--- config.mk ---
export PLATFORM = sky130hd
export DESIGN_NAME = ucnt_seq
export DESIGN_NICKNAME = d
export VERILOG_FILES = /design/src/rtl/ucnt_pkg.sv /design/src/rtl/ucnt_tick_gen.sv /design/src/rtl/ucnt_fall_det.sv /design/src/rtl/ucnt_bcd_ctr.sv /design/src/rtl/ucnt_ref_ctr.sv /design/src/rtl/ucnt_seq.sv
export SDC_FILE = /design/constraint.sdc
export NUM_CORES = 1
export LEC_CHECK = 0
export BUFFER_PORTS_ARGS = -buffer_cell sky130_fd_sc_hd__buf_4
export CELL_PAD_IN_SITES_DETAIL_PLACEMENT = 0
export CELL_PAD_IN_SITES_GLOBAL_PLACEMENT = 1
export CORE_ASPECT_RATIO = 0.8
export CORE_MARGIN = 4
export CORE_UTILIZATION = 51
export DETAILED_ROUTE_END_ITERATION = 6
export HOLD_SLACK_MARGIN = 0.15
export PLACE_DENSITY_LB_ADDON = 0.05
export SLEW_MARGIN = 20
export SYNTH_ARGS = -nofsm -noshare
export SYNTH_HDL_FRONTEND = slang
export SYNTH_HIERARCHICAL = 1
export SYNTH_SLANG_ARGS = --single-unit
--- constraint.sdc ---
create_clock -name clk -period 9.8 [get_ports clk]
set_clock_uncertainty 0.05 [all_clocks]
set_input_delay 0.98 -clock clk [delete_from_list [all_inputs] [get_ports clk]]
set_output_delay 0.98 -clock clk [all_outputs]
set_load 0.05 [all_outputs]
--- src/rtl/ucnt_pkg.sv ---
package ucnt_pkg;

    typedef enum logic [2:0] {
        FN_FREQ   = 3'd0,
        FN_PERIOD = 3'd1,
        FN_RATIO  = 3'd2,
        FN_TIVL   = 3'd3,
        FN_UNIT   = 3'd4,
        FN_OSC    = 3'd5
    } fn_e;

    typedef enum logic [2:0] {
        ST_ARM,
        ST_GATE,
        ST_LATCH,
        ST_CLEAR,
        ST_GAP,
        ST_HOLD
    } st_e;

endpackage

--- src/rtl/ucnt_tick_gen.sv ---
module ucnt_tick_gen #(
    parameter int TB_DIV   = 100000,
    parameter int FINE_DIV = 10000
) (
    input  logic clk,
    input  logic rst_n,
    input  logic restart,
    input  logic fine,
    output logic tick
);
    localparam int W = $clog2(TB_DIV);

    logic [W-1:0] cnt_q;
    logic [W-1:0] lim;

    assign lim  = fine ? W'(FINE_DIV - 1) : W'(TB_DIV - 1);
    assign tick = (cnt_q >= lim);

    always_ff @(posedge clk or negedge rst_n) begin
        if (!rst_n)        cnt_q <= '0;
        else if (restart)  cnt_q <= '0;
        else if (tick)     cnt_q <= '0;
        else               cnt_q <= cnt_q + 1'b1;
    end
endmodule

--- src/rtl/ucnt_fall_det.sv ---
module ucnt_fall_det #(
    parameter int N = 2
) (
    input  logic         clk,
    input  logic         rst_n,
    input  logic [N-1:0] din,
    output logic [N-1:0] fall
);
    for (genvar i = 0; i < N; i++) begin : g_ch
        logic prev_q;
        always_ff @(posedge clk or negedge rst_n) begin
            if (!rst_n) prev_q <= 1'b0;
            else        prev_q <= din[i];
        end
        assign fall[i] = prev_q & ~din[i];
    end
endmodule

--- src/rtl/ucnt_bcd_ctr.sv ---
module ucnt_bcd_ctr #(
    parameter int DIGITS = 8
) (
    input  logic                  clk,
    input  logic                  rst_n,
    input  logic                  clr,
    input  logic                  inc,
    output logic [4*DIGITS-1:0]   value,
    output logic                  ovf
);
    logic [DIGITS:0] carry;
    assign carry[0] = inc;

    for (genvar i = 0; i < DIGITS; i++) begin : g_dig
        logic [3:0] d_q;
        assign carry[i+1]      = carry[i] && (d_q == 4'd9);
        assign value[4*i +: 4] = d_q;

        always_ff @(posedge clk or negedge rst_n) begin
            if (!rst_n)        d_q <= 4'd0;
            else if (clr)      d_q <= 4'd0;
            else if (carry[i]) d_q <= (d_q == 4'd9) ? 4'd0 : d_q + 4'd1;
        end

        p_digit_bcd_r12: assert property (@(posedge clk) disable iff (!rst_n)
            1'b1 |=> (d_q <= 4'd9));
    end

    always_ff @(posedge clk or negedge rst_n) begin
        if (!rst_n)             ovf <= 1'b0;
        else if (clr)           ovf <= 1'b0;
        else if (carry[DIGITS]) ovf <= 1'b1;
    end
endmodule

--- src/rtl/ucnt_ref_ctr.sv ---
module ucnt_ref_ctr #(
    parameter int RANGES = 4
) (
    input  logic       clk,
    input  logic       rst_n,
    input  logic       clr,
    input  logic       ev,
    input  logic [2:0] range_code,
    output logic       done
);
    localparam int MAXT = 10 ** (RANGES - 1);
    localparam int W    = $clog2(MAXT + 1);

    logic [W-1:0] cnt_q;
    logic [W-1:0] target;
    logic [W:0]   cnt_p1;

    always_comb begin
        target = W'(1);
        for (int i = 0; i < RANGES - 1; i++) begin
            if (32'(i) < 32'(range_code)) target = target * W'(10);
        end
    end

    assign cnt_p1 = {1'b0, cnt_q} + 1'b1;
    assign done   = ev && (cnt_p1 >= {1'b0, target});

    always_ff @(posedge clk or negedge rst_n) begin
        if (!rst_n)          cnt_q <= '0;
        else if (clr)        cnt_q <= '0;
        else if (ev && !done) cnt_q <= cnt_q + 1'b1;
    end
endmodule

--- src/rtl/ucnt_seq.sv ---
module ucnt_seq
    import ucnt_pkg::*;
#(
    parameter int DIGITS   = 8,
    parameter int TB_DIV   = 100000,
    parameter int FINE_DIV = TB_DIV / 10,
    parameter int GAP_CYC  = 2000000,
    parameter int RANGES   = 4
) (
    input  logic                clk,
    input  logic                rst_n,
    input  logic                clr_in,
    input  logic                sig_a,
    input  logic                sig_b,
    input  logic [2:0]          func_sel,
    input  logic [2:0]          range_sel,
    input  logic                fine_tb,
    input  logic                ext_gate,
    input  logic                hold,
    input  logic                abort,
    output logic [4*DIGITS-1:0] bcd_out,
    output logic                ovf,
    output logic                measuring,
    output logic                store_p,
    output logic                rstout_p
);
    localparam int GW = $clog2(GAP_CYC + 1);

    st_e  st, nxt;
    fn_e  fn;
    logic is_unit, is_ext;
    logic fa, fb, tick;
    logic [2:0] func_q, range_q;
    logic cfg_chg, restart;
    logic start_ev, end_ev, ref_ev, ref_done;
    logic main_inc, main_clr, main_ovf;
    logic [4*DIGITS-1:0] main_val;
    logic ti_open_q;
    logic [GW-1:0] gap_cnt_q;
    logic gap_done;
    logic [4*DIGITS-1:0] disp_q;
    logic ovf_q;

    // ---- decode of selections ----
    assign fn      = (func_sel > 3'd5) ? FN_FREQ : fn_e'(func_sel);
    assign is_unit = (fn == FN_UNIT);
    assign is_ext  = (32'(range_sel) >= RANGES);

    always_ff @(posedge clk or negedge rst_n) begin
        if (!rst_n) begin
            func_q  <= '0;
            range_q <= '0;
        end else begin
            func_q  <= func_sel;
            range_q <= range_sel;
        end
    end
    assign cfg_chg = (func_q != func_sel) || (range_q != range_sel);
    assign restart = abort || cfg_chg;

    // ---- sub-blocks ----
    ucnt_fall_det #(.N(2)) u_fall (
        .clk (clk), .rst_n (rst_n),
        .din ({sig_b, sig_a}), .fall ({fb, fa})
    );

    ucnt_tick_gen #(.TB_DIV(TB_DIV), .FINE_DIV(FINE_DIV)) u_tick (
        .clk (clk), .rst_n (rst_n), .restart (clr_in),
        .fine (fine_tb), .tick (tick)
    );

    ucnt_ref_ctr #(.RANGES(RANGES)) u_ref (
        .clk (clk), .rst_n (rst_n), .clr (st != ST_GATE),
        .ev (ref_ev && st == ST_GATE), .range_code (range_sel), .done (ref_done)
    );

    ucnt_bcd_ctr #(.DIGITS(DIGITS)) u_main (
        .clk (clk), .rst_n (rst_n), .clr (main_clr), .inc (main_inc),
        .value (main_val), .ovf (main_ovf)
    );

    // ---- per-function routing ----
    always_comb begin
        ref_ev   = 1'b0;
        start_ev = 1'b0;
        main_inc = 1'b0;
        unique case (fn)
            FN_FREQ: begin
                ref_ev = tick; start_ev = tick;
                main_inc = (st == ST_GATE) && fa;
            end
            FN_PERIOD: begin
                ref_ev = fa; start_ev = fa;
                main_inc = (st == ST_GATE);
            end
            FN_RATIO: begin
                ref_ev = fb; start_ev = fb;
                main_inc = (st == ST_GATE) && fa;
            end
            FN_TIVL: begin
                ref_ev = fb && ti_open_q; start_ev = fa;
                main_inc = (st == ST_GATE) && ti_open_q;
            end
            FN_UNIT: begin
                main_inc = fa;
            end
            FN_OSC: begin
                ref_ev = tick; start_ev = tick;
                main_inc = (st == ST_GATE);
            end
            default: ;
        endcase
        if (is_ext) start_ev = tick && ext_gate;
    end

    assign end_ev   = is_ext ? (tick && !ext_gate) : ref_done;
    assign main_clr = clr_in || restart || (st == ST_CLEAR) || (st == ST_HOLD);

    // time-interval window flag: opens on A fall, closes on B fall
    always_ff @(posedge clk or negedge rst_n) begin
        if (!rst_n)                 ti_open_q <= 1'b0;
        else if (clr_in)            ti_open_q <= 1'b0;
        else if (st == ST_ARM)      ti_open_q <= (fn == FN_TIVL) && !is_ext && fa;
        else if (st == ST_GATE) begin
            if (fb && ti_open_q)    ti_open_q <= 1'b0;
            else if (fa)            ti_open_q <= 1'b1;
        end else                    ti_open_q <= 1'b0;
    end

    // ---- inter-measurement gap timer ----
    assign gap_done = (gap_cnt_q == GW'(GAP_CYC - 1));
    always_ff @(posedge clk or negedge rst_n) begin
        if (!rst_n)            gap_cnt_q <= '0;
        else if (st != ST_GAP) gap_cnt_q <= '0;
        else                   gap_cnt_q <= gap_cnt_q + 1'b1;
    end

    // ---- state machine ----
    always_ff @(posedge clk or negedge rst_n) begin
        if (!rst_n)      st <= ST_ARM;
        else if (clr_in) st <= ST_ARM;
        else             st <= nxt;
    end

    always_comb begin
        nxt = st;
        if (is_unit) begin
            nxt = ST_ARM;
        end else begin
            unique case (st)
                ST_ARM: begin
                    if (hold)          nxt = ST_HOLD;
                    else if (restart)  nxt = ST_ARM;
                    else if (start_ev) nxt = ST_GATE;
                end
                ST_GATE: begin
                    if (hold)          nxt = ST_HOLD;
                    else if (restart)  nxt = ST_ARM;
                    else if (end_ev)   nxt = ST_LATCH;
                end
                ST_LATCH: nxt = ST_CLEAR;
                ST_CLEAR: nxt = ST_GAP;
                ST_GAP: begin
                    if (hold)          nxt = ST_HOLD;
                    else if (restart)  nxt = ST_ARM;
                    else if (gap_done) nxt = ST_ARM;
                end
                ST_HOLD: begin
                    if (!hold)         nxt = ST_ARM;
                end
                default: nxt = ST_ARM;
            endcase
        end
    end

    // ---- output decode ----
    always_comb begin
        measuring = 1'b0;
        store_p   = 1'b0;
        rstout_p  = 1'b0;
        unique case (st)
            ST_ARM, ST_GATE: measuring = 1'b1;
            ST_LATCH:        store_p   = 1'b1;
            ST_CLEAR:        rstout_p  = 1'b1;
            ST_GAP, ST_HOLD: ;
            default: ;
        endcase
        if (is_unit) measuring = 1'b1;
    end

    // ---- display latch ----
    always_ff @(posedge clk or negedge rst_n) begin
        if (!rst_n) begin
            disp_q <= '0;
            ovf_q  <= 1'b0;
        end else if (clr_in) begin
            disp_q <= '0;
            ovf_q  <= 1'b0;
        end else if (is_unit) begin
            if (!hold) begin
                disp_q <= main_val;
                ovf_q  <= main_ovf;
            end
        end else if (st == ST_LATCH) begin
            disp_q <= main_val;
            ovf_q  <= main_ovf;
        end
    end

    assign bcd_out = disp_q;
    assign ovf     = ovf_q;

    // ---- assertions ----
    p_store_then_clear_r6: assert property (@(posedge clk) disable iff (!rst_n || clr_in)
        store_p |=> rstout_p);

    p_store_after_gate_r6: assert property (@(posedge clk) disable iff (!rst_n)
        store_p |-> $past(measuring));

    p_hold_blocks_store_r7: assert property (@(posedge clk) disable iff (!rst_n)
        (hold && !is_unit) |=> !store_p);

    p_unit_freeze_r9: assert property (@(posedge clk) disable iff (!rst_n)
        (is_unit && hold && !clr_in) |=> $stable(bcd_out));

    p_clr_zero_r10: assert property (@(posedge clk) disable iff (!rst_n)
        clr_in |=> (bcd_out == '0 && !ovf));

    p_ext_close_on_tick_r11: assert property (@(posedge clk) disable iff (!rst_n)
        (st == ST_GATE && is_ext && !tick) |=> !store_p);
endmodule

==> results by group <==
Floorplanning
  – Initial core utilization: 0.523
  – Io pins: 51
  – Die Width: between 100 and 150 um
  – Die area: ~0.016 sq mm
  – DIE HEIGHT: 114 um
  – Core Footprint: 0.0136 sq mm
  – Row count: 38

Detailed routing
  – Via count: approximately 5700
  – Via-per-instance ratio: about 5.7
  – Post-DRT Antenna Nets: 0
  – DRC viols: 0
  – Post-Route WL: around 16 mm
  – Initial DRT Pass Iterations: 5
  – DR WL/cell: between 15 and 20 um
  – Iter 0 DRT Violations: 311

Timing
  – Fin crit period: roughly 4700 ps
  – Slew of the pin with the lowest slew margin: roughly 1000 ps
  – Max Clk Rate: ~210 MHz
  – RSZ-0062 raised after global routing: false
  – TNS Setup: 0 ps
  – Fin. max-slew vios: 0
  – Setup violations, final: 0
  – Worst slew margin: 0.331
  – Final Hold Fails: 0
  – Tcrit/Tclk final: 0.476

Worst setup path
  – Worst EP required: between 10000 and 15000 ps
  – R2R Path Start: u_tick/cnt_q[15]
  – Worst path max stage delay: approximately 930 ps
  – Cell Chain, Critical Path: buf_4 > inv_1 > ha_1 > and4b_1 > nand4_1 > nor4_4 > or3_1 > nor4b_1 > a31oi_1 > nand2_1 > o21ai_0 > a21oi_1 > nand4_2 > or4_1 > a21oi_1
  – CP Launch Type: input port
  – CP Class: input port to flip-flop
  – Slowest CP cell: nor4_4
  – CP arrival: 4950 ps
  – Worst path most repeated cell: a21oi_1
  – Max FO, Critical Path: 18
  – Reg2reg setup slack: 5440 ps
  – R2R cell count: 13
  – Worst r2r dst: u_ref/cnt_q[8]
  – CP endpoint kind: flip-flop

GRT
  – Gr ovfl total: 0
  – Initial antenna violation count: 0
  – Largest net degree at the start of global routing: 67
  – Number of global-route vias before repair: 5620
  – First-pass GRT wire length: around 27 mm
  – GR Util All Layers: 0.209

Placement
  – IO buf count: 50
  – Cells after DPL: 956
  – Global placement routability congestion: between 0.8 and 0.9
  – DP HPWL: roughly 11 mm

Logic synthesis
  – Top-area cell type share of the netlist area: 0.442
  – Post-synth EDFFs: 0
  – Synth Warn #: 6
  – Area leader, netlist: dfrtp_1
  – Post-Synthesis Cells: between 700 and 800
  – Main flop type after synthesis: dfrtp_1
  – Top-count cell post-synth: dfrtp_1
  – Yosys reg bits: 126
  – Synthesized Nets: between 800 and 900
  – List of most frequent post-synthesis cells: dfrtp_1, nand2_1, nor2_1
  – Synthesized area: around 0.007 sq mm
  – Post-synthesis sequential area ratio: 0.442
  – Post-synth ARST share: 1.00
  – Distinct cells, synth: slightly below 70
  – Top cells by area, synth: dfrtp_1, ha_1, nand2_1
  – Mean post-synth cell area: between 9 and 10 sq um

Clock network
  – Worst skew pair latency: 410 ps
  – Clock-pin slew on the worst setup and hold paths: ~50 ps
  – Clock Tree Root: clkbuf_16
  – Total CTS buffers: 17
  – Max clock buf depth: 2
  – # clock sinks: 126
  – Hold buffer count at CTS: 0
  – CTS resizes: 0
  – Clock H-tree levels: 4
  – Setup repair bufs after CTS: 0
  – CTS tree: built

Final layout
  – Diode count: 0
  – Area growth syn-to-layout: 14.6%
  – Final net count: approximately 840
  – Filler instances: 1154
  – Layout cells sized above 1: 0.132
  – Finished Layout Cells: just under 1000

Run
  – Max-cap viol count: 0

Power
  – Total power: ~1.2 mW
  – Total power per unit cell area: approximately 150 mW/mm^2
  – LEAKAGE: ~3.4 nW
  – Worst VDD drop: 0.125 mV

Status
  – Status: completed

Hold path
  – Hold depth: 2
  – Hold/Removal Path Class: flip-flop to flip-flop
  – Hold path start: bcd_out[18]
  – Hold EP: bcd_out[18]
[layout make-up]
type	instances	area (sq um)	share of cell area
Clock buffer	22	454	0.0556
Tap cell	180	225	0.0276
Multi-Input combinational cell	561	3660	0.448
Inverter	35	131	0.0161
Timing Repair Buffer	54	405	0.0496
Clock inverter	8	140	0.0171
Sequential cell	126	3150	0.386
[state kept, by name, indices dropped and copies added (netlist names), 2 cells and up]
register / count
u_tick/cnt_q: 17
range_q: 3
bcd_out: 32
u_ref/cnt_q: 10
u_fall/g_ch.prev_q: 2
gap_cnt_q: 21
u_main/g_dig.d_q: 32
func_q: 3
st: 3
[how the worst max path moves through the flow]
stage / from / to
after floorplan: fine_tb / st[1]
after global placement: fine_tb / u_ref/cnt_q[8]
after detailed placement: fine_tb / u_ref/cnt_q[8]
after CTS: fine_tb / u_ref/cnt_q[8]
after global routing: fine_tb / u_ref/cnt_q[8]
final: fine_tb / u_ref/cnt_q[8]
[per-layer routing]
metal,routed length (um),part of all wire,vias to the layer above,GRT usage
met5,0,0,-,0
met4,129,0.0082,0,0.0549
met3,681,0.043,16,0.0578
met2,7140,0.45,119,0.314
met1,7840,0.50,2749,0.300
li1,-,-,2780,-
[layout by cell type (no fill, tap or decap), drive strengths merged, types with 25 or more instances in the layout]
cell,count
a21oi,45
buf,54
dfrtp,126
ha,32
inv,35
nand2,68
nand2b,36
nand3,29
nor2,50
nor4,25
o21ai,62
xnor2,25
[critical path, delay by kind of cell]
| kind | cells | cell delay (ps) |
|---|---|---|
| AOI/OAI and AO/OA | 4 | 530 |
| adders and majority gates | 1 | 280 |
| buffers and inverters | 2 | 190 |
| and+or+nand+nor | 8 | 2950 |
[kinds of logic (layout without fill, tap and decap cells)]
group                      count (synthesis)  count (layout)  share of synthesized area
AOI/OAI and AO/OA                        154             154                      0.132
xor gates and xnor gates                  46              46                     0.0565
adders and majority gates                 32              32                     0.0561
buffers and inverters                     70             119                     0.0454
DFF                                      126             126                      0.442
muxes                                      6               6                    0.00842
and+or+nand+nor                          323             323                      0.259
[through the flow]
step           setup slack, ps   util  area (sq um)  hold slack, ps
5_1_grt                   4860  0.599          8170             457
2_1_floorplan             5870      -          7130             398
3_5_place_dp              4780  0.555          7580             425
3_3_place_gp              4960  0.555          7580             413
4_1_cts                   5170  0.599          8170             432
6_report                  5130  0.599          8170             428
[where the power goes]
group | internal, mW | leakage, nW | switching, mW
sequential | 0.524 | 1.74 | 0.00387
combinational | 0.0166 | 1.34 | 0.0369
clock | 0.427 | 0.294 | 0.220
Power figures use the tool's default switching activity.
